File: src/rtl/dreq_acc_pkg.sv
// Package: shared types for the falling-edge request acceptor.
// Assumes one channel per acceptor instance.
package dreq_acc_pkg;

    // Acceptor phases: off, open to requests, request held, waiting to re-arm
    typedef enum logic [1:0] {
        ST_IDLE   = 2'd0,
        ST_OPEN   = 2'd1,
        ST_HELD   = 2'd2,
        ST_REARM  = 2'd3
    } acc_state_e;

endpackage

File: src/rtl/dreq_sync.sv
// Module: multi-flop synchronizer for the asynchronous request line.
// Assumes the line is idle-high, so the chain resets to 1.
module dreq_sync #(
    parameter int STAGES = 2
) (
    input  logic clk,
    input  logic rst_n,
    input  logic async_in,
    output logic sync_out
);
    localparam int LAST = STAGES - 1;

    logic [LAST:0] chain_q;

    // Stage 0 captures the raw line
    always_ff @(posedge clk) begin
        if (!rst_n) chain_q[0] <= 1'b1;
        else        chain_q[0] <= async_in;
    end

    genvar gi;
    generate
        for (gi = 1; gi < STAGES; gi++) begin : g_stage
            // Each later stage re-registers the previous one
            always_ff @(posedge clk) begin
                if (!rst_n) chain_q[gi] <= 1'b1;
                else        chain_q[gi] <= chain_q[gi-1];
            end
        end
    endgenerate

    assign sync_out = chain_q[LAST];
endmodule

File: src/rtl/dreq_arm_fsm.sv
// Module: accept / hold / clear / re-arm sequencer for one channel.
// Assumes line_lvl is already synchronized and sampled once per clock.
// Idle requests (disable, transfer end) take priority over enable,
// and enable takes priority over the normal sequence.
module dreq_arm_fsm
    import dreq_acc_pkg::*;
(
    input  logic clk,
    input  logic rst_n,
    input  logic line_lvl,
    input  logic en_wr,
    input  logic en_val,
    input  logic act_stb,
    input  logic wr_done,
    input  logic xfer_end,
    output logic req_pend,
    output logic accepting
);
    acc_state_e state_q, state_d;
    logic       hi_seen_q, hi_seen_d;
    logic       wr_seen_q, wr_seen_d;
    logic       hi_now, wr_now;

    // Merge the remembered and present events of the re-arm condition
    always_comb begin
        hi_now = hi_seen_q | line_lvl;
        wr_now = wr_seen_q | wr_done;
    end

    // Next-state and re-arm flag logic
    always_comb begin
        state_d   = state_q;
        hi_seen_d = hi_seen_q;
        wr_seen_d = wr_seen_q;
        if (xfer_end || (en_wr && !en_val)) begin
            state_d   = ST_IDLE;
            hi_seen_d = 1'b0;
            wr_seen_d = 1'b0;
        end else if (en_wr && en_val) begin
            state_d   = ST_OPEN;
            hi_seen_d = 1'b0;
            wr_seen_d = 1'b0;
        end else begin
            case (state_q)
                ST_OPEN: begin
                    if (act_stb) begin
                        state_d   = ST_REARM;
                        hi_seen_d = 1'b0;
                        wr_seen_d = 1'b0;
                    end else if (!line_lvl) begin
                        state_d = ST_HELD;
                    end
                end
                ST_HELD: begin
                    if (act_stb) begin
                        state_d   = ST_REARM;
                        hi_seen_d = 1'b0;
                        wr_seen_d = 1'b0;
                    end
                end
                ST_REARM: begin
                    if (hi_now && wr_now) begin
                        state_d   = ST_OPEN;
                        hi_seen_d = 1'b0;
                        wr_seen_d = 1'b0;
                    end else begin
                        hi_seen_d = hi_now;
                        wr_seen_d = wr_now;
                    end
                end
                default: state_d = ST_IDLE;
            endcase
        end
    end

    // State and flag registers
    always_ff @(posedge clk) begin
        if (!rst_n) begin
            state_q   <= ST_IDLE;
            hi_seen_q <= 1'b0;
            wr_seen_q <= 1'b0;
        end else begin
            state_q   <= state_d;
            hi_seen_q <= hi_seen_d;
            wr_seen_q <= wr_seen_d;
        end
    end

    assign req_pend  = (state_q == ST_HELD);
    assign accepting = (state_q == ST_OPEN);
endmodule

File: src/rtl/dreq_edge_acceptor.sv
// Module: top of the falling-edge request acceptor.
// Synchronizes the request line and feeds it to the re-arm sequencer.
// Assumes all strobes are single-cycle and synchronous to clk.
module dreq_edge_acceptor #(
    parameter int SYNC_STAGES = 2
) (
    input  logic clk,
    input  logic rst_n,
    input  logic req_n,
    input  logic en_wr,
    input  logic en_val,
    input  logic act_stb,
    input  logic wr_done,
    input  logic xfer_end,
    output logic req_pend,
    output logic accepting
);
    logic line_sync;

    dreq_sync #(.STAGES(SYNC_STAGES)) u_sync (
        .clk      (clk),
        .rst_n    (rst_n),
        .async_in (req_n),
        .sync_out (line_sync)
    );

    dreq_arm_fsm u_fsm (
        .clk       (clk),
        .rst_n     (rst_n),
        .line_lvl  (line_sync),
        .en_wr     (en_wr),
        .en_val    (en_val),
        .act_stb   (act_stb),
        .wr_done   (wr_done),
        .xfer_end  (xfer_end),
        .req_pend  (req_pend),
        .accepting (accepting)
    );
endmodule

File: config.mk
export PLATFORM = sky130hd
export DESIGN_NAME = dreq_edge_acceptor
export DESIGN_NICKNAME = d
export VERILOG_FILES = /design/src/rtl/dreq_acc_pkg.sv /design/src/rtl/dreq_sync.sv /design/src/rtl/dreq_arm_fsm.sv /design/src/rtl/dreq_edge_acceptor.sv
export SDC_FILE = /design/constraint.sdc
export NUM_CORES = 1
export LEC_CHECK = 0
export BUFFER_PORTS_ARGS = -buffer_cell sky130_fd_sc_hd__buf_2
export CAP_MARGIN = 0
export CORE_MARGIN = 8
export CORE_UTILIZATION = 25
export DETAILED_ROUTE_END_ITERATION = 12
export GPL_ROUTABILITY_DRIVEN = 0
export GPL_TIMING_DRIVEN = 0
export PLACE_DENSITY_LB_ADDON = 0.15
export REMOVE_ABC_BUFFERS = 1
export SLEW_MARGIN = 20
export SYNTH_ARGS = -nofsm -noshare
export SYNTH_HDL_FRONTEND = slang
export SYNTH_SLANG_ARGS = --single-unit
File: constraint.sdc
create_clock -name clk -period 2.5 [get_ports clk]
set_input_delay 0.125 -clock clk [delete_from_list [all_inputs] [get_ports clk]]
set_output_delay 0.125 -clock clk [all_outputs]
set_load 0.01 [all_outputs]
== Yosys cells after proc, flatten, opt, wreduce, memory -nomap -nowiden ==
Cells that the tools add are included.
Operators by class
  eq/ne operators: 10
  mux-type cells: 11
  bitwise operators: 3
  reductions and logical operators: 12
Operator list (number)
  $mux W2: 4
  $pmux W2 S3: 1
  $reduce_and A3 Y1: 2
  $eq A2 B2 Y1 const B: 2
  $mux W1: 4
  $ne A2 B1 Y1 const B: 2
  $ne A4 B3 Y1 const B: 1
  $pmux W1 S2: 2
  $reduce_or A2 Y1: 2
  $logic_and A1 B1 Y1: 3
  $ne A3 B1 Y1 const B: 1
  $ne A3 B2 Y1 const B: 1
  $ne A3 B3 Y1 const B: 1
  $reduce_or A3 Y1: 1
  $eq A2 B1 Y1 const B: 1
  $ne A2 B2 Y1 const B: 1
  $or A1 B1 Y1: 2
  $reduce_and A2 Y1: 1
  $reduce_bool A2 Y1: 1
  $logic_not A1 Y1: 1
  $logic_or A1 B1 Y1: 1
  $not A1 Y1: 1
Word-level totals
  bits in registers: 6
  bits of input ports: 8
  output and inout port bits: 2
  logic and storage cells: 42

== Depth between registers and ports, before layout ==
  word-level depth: 5
  gate-level depth with buffers: 6
  mapped depth without buffers: 6

== Cells and area by module ==
Synthesis repeated with hierarchy kept, for this count alone.
Second synthesis, totals
  cell total of the unflattened synthesis: 41
  area total of the unflattened synthesis: 371.6 um^2
By module, submodules not included
  dreq_arm_fsm: times used 1, cells an instance 37, area an instance 319.1 um^2, seq. area each 80.1 um^2
  dreq_sync: times used 1, cells an instance 4, area an instance 52.6 um^2, seq. area each 40.0 um^2

== Worst setup path before layout ==
OpenSTA, ideal clock, no wires.
  kind: reg2reg
  from: register u_fsm.state_q[1]
  to: register u_fsm.state_q[0]
  setup time: 0.074 ns
  arrival time: 1.393 ns
  required time: 2.426 ns
  slack: 1.033 ns
  cell stages (with the launch flop): 7
  buffers on the path: 0
  period minus slack after synthesis: 1.467 ns
  cells stage by stage: dfxtp_1 inv_1 ha_1 a21oi_1 o2bb2ai_2 or3_1 a31oi_1
Between the ends
  longest elaborated chain between the ends: 3
  elaborated cells on any way between the ends: 9
Ends and longest elaborated chain
  from (decl): RTL line dreq_arm_fsm.sv:19  | acc_state_e state_q, state_d;
  from (signal assigned): RTL line dreq_arm_fsm.sv:83  | state_q <= state_d;
  $eq A2 B1 Y1 (*)
  net accepting: RTL line dreq_edge_acceptor.sv:16  | output logic accepting
  $ne A4 B3 Y1 (no line) / $pmux W2 S3 (equally long branches)
  $reduce_and A3 Y1 (no line) / $mux W1 (equally long branches)
Mark *: on every way through the listed nets, which the timed path passes. The rest lies on a longest branch.
A chain may end at the register's enable or synchronous reset.

== Worst setup path after layout ==
  from: register u_fsm.state_q[1]
  to: register u_fsm.state_q[0]
Between the ends
  longest elaborated chain between the ends: 3
  elaborated cells on any way between the ends: 9
Ends and longest elaborated chain
  $eq A2 B1 Y1 / $eq A2 B2 Y1 (equally long branches): RTL line dreq_arm_fsm.sv:44  | case (state_q)
  $ne A4 B3 Y1 (no line) (tied with other cells)
  $reduce_and A3 Y1 (no line) / $mux W1 (equally long branches)
Parallel ways exist; a longest one is shown, timed or not.

==> metrics.md <==
| Metric | Value |
|---|---|
| Cells resized by post-CTS repair | `0` |
| Post-CTS Setup Inserts | `0` |
| Num ports | `10` |
| Grt total ovfl | `0` |
| Die Y | `52.7 um` |
| GRT Util Overall | `5.95%` |
| Num rows | `13` |
| Final ANT Viol Nets | `0` |
| Syn. warnings | `0` |
| Bufs and invs on worst path | `1` |
| Layout cells sized above 1 | `28.6%` |
| Seq/Total Area, Yosys | `35.7%` |
| Post-synth EDFFs | `0` |
| Vias/cell | `4.52` |
| Worst R2R Start | `u_fsm.state_q[1]$_SDFFE_PP0P_` |
| Mean Syn Cell Area | `9.10 um^2` |
| Total core area | `1280 um^2` |
| Status | `completed` |
| Largest net degree at the start of global routing | `6` |
| Maximum clock path buffer count | `2` |
| WL per Instance | `11.7 um` |
| Place WS | `0.931 ns` |
| Die ar. | `2780 um^2` |
| Via count | `289` |
| First-pass GRT wire length | `1180 um` |
| CP max stage delay | `0.37 ns` |
| CP Cell Sequence | `inv_1, ha_1, a21oi_1, o2bb2ai_2, or3_1, a31oi_1` |
| Worst slew margin | `83.7%` |
| Peak supply drop | `0.000317 V` |
| Slowest cell on crit path | `dfxtp_1` |
| Initial Util | `26.2%` |
| Hold Startpoint | `req_n` |
| Hold-fix buffers, CTS | `0` |
| Detailed Routing Iterations Pass 1 | `3` |
| Latest clock arrival within the worst-skew pair | `0.24 ns` |
| Slew Viols, Final | `0` |
| Post-synth ARST share | `0%` |
| RSZ-0062 raised after global routing | `no` |
| DRC Markers | `0` |
| FF+latch count, synth | `6` |
| Non-Filler Instances | `64` |
| Gate count of the mapped netlist | `37` |
| CTS clk-pin slew, worst paths | `0.05 ns` |
| CTS H-tree lvls | `1` |
| Worst slew pin tran | `0.238 ns` |
| Max cap viols | `0` |
| CP Data Required Time | `2.67 ns` |
| Worst Path Max Fanout | `4` |
| Top delay family on crit path | `compound AO/OA/AOI/OAI gates` |
| FF/Latch Area | `120 um^2` |
| Initial antenna violation count | `0` |
| Number of port buffers | `9` |
| Root Buffer | `clkbuf_4` |
| Critical path origin | `u_fsm.state_q[1]$_SDFFE_PP0P_` |
| Fillers | `141` |
| 1st-iter DRT viols | `1` |
| Hold Fails Final Rpt | `0` |
| Multi-input logic area | `205 um^2` |
| Setup TNS | `0 ns` |
| Clock Sinks | `6` |
| Fin Clk Skew | `0.00766 ns` |
| Util after Layout | `32.9%` |
| Pwr/cell area | `486 nW/um^2` |
| Min Tclk post-route | `1.58 ns` |
| Final WL | `746 um` |
| CTS tree | `done` |
| CP Data Arrival Time | `1.75 ns` |
| Placed cell count | `61` |
| Pleak | `0.176 nW` |
| Mapped cell area | `337 um^2` |
| Overall power | `0.205 mW` |
| CP endpoint kind | `flip-flop` |
| Number of global-route vias before repair | `301` |
| Worst setup margin | `0.920 ns` |
| Setup-failing EPs final | `0` |
| Yosys cell types | `17` |
| Ys flop type | `dfxtp_1` |
| Hpwl dp | `618 um` |
| CTS buffer count | `3` |
| CP Class | `reg -> reg` |
| Area growth from synthesis to layout | `25.7%` |
| Number of diodes | `0` |
| Fmax | `633 MHz` |
| Die width | `52.7 um` |
| Startpoint types | `flip-flop` |
| Final net count | `63` |
| Worst hold path type | `in -> reg` |
| Final Cycle Share | `63.2%` |
[cell usage in the layout (no fill, tap or decap)]
cell	count
a211oi_1	1
a21oi_1	3
a31oi_1	1
a32oi_1	1
buf_2	9
clkbuf_4	3
dfxtp_1	6
ha_1	4
inv_1	3
mux2i_1	2
nand2_1	2
nand2b_1	4
nand3b_1	1
nor2_1	3
nor3_1	2
o22ai_1	1
o2bb2ai_2	1
or3_1	1
or3b_2	1
[metal layers]
layer	vias to the layer above	GRT usage (%)	share of wire [%]
met5	-	0	0
met1	130	4.94	43
met4	0	2.59	0
li1	155	-	-
met3	0	4.55	5.1
met2	4	10.3	52
[sequential cells by signal (all words and copies together), names as in the netlist]
| signal | cells |
|---|---|
| u_sync.chain_q | 1 |
| u_fsm.hi_seen_q | 1 |
| u_sync.sync_out | 1 |
| u_fsm.state_q | 2 |
| u_fsm.wr_seen_q | 1 |
[cell usage after synthesis (all sizes together), types with 2 or more instances]
cell type	n	area share, %
ha	4	15
nor2	3	3.3
mux2i	2	5.9
a21oi	3	4.5
inv	3	3.3
nand2	2	2.2
nand2b	4	7.4
dfxtp	6	36
nor3	2	3.0
[area by class of cell]
class                   count  area share [%]
multi-input cells          28            48.5
well taps                  15            4.44
inverters                   3            2.66
flip-flops and latches      6            28.4
clock buffers               3            5.33
repair buffers              9            10.7
[logic make-up after synthesis]
| kind of cell | share of synthesized area, % |
|---|---|
| buffers and inverters | 3.35 |
| flip-flops | 35.7 |
| adder cells (fa/ha/maj) | 14.9 |
| AND/OR/NAND/NOR | 22.7 |
| multiplexers | 5.95 |
| AO/OA/AOI/OAI | 17.5 |
[power by group]
group / leakage (nW) / internal [mW] / switching [mW] / total, mW
registers: 0.0489 / 0.0981 / 0.00138 / 0.0994
clock network: 0.0138 / 0.0542 / 0.0334 / 0.0876
logic: 0.113 / 0.00983 / 0.00858 / 0.0184
total: 0.176 / 0.162 / 0.0434 / 0.205
[path summary, 6_finish.rpt]
check,slack [ns],cells after the start,end
worst max-delay path,0.92,6,u_fsm.state_q[0]$_SDFFE_PP0P_
worst min-delay path,0.07,2,u_sync.chain_q[0]$_SDFF_PN1_
worst max register to register,0.92,6,u_fsm.state_q[0]$_SDFFE_PP0P_
worst min register to register,0.39,1,u_sync.sync_out$_SDFF_PN1_
[metrics by stage]
stage	hold slack, ns	cell area, um^2
after global placement	0.308	400
after detailed placement	0.316	400
after CTS	0.0658	423
final	0.0706	423
after floorplan	0.198	337
after global routing	0.0700	423
Power figures use the tool's default switching activity.
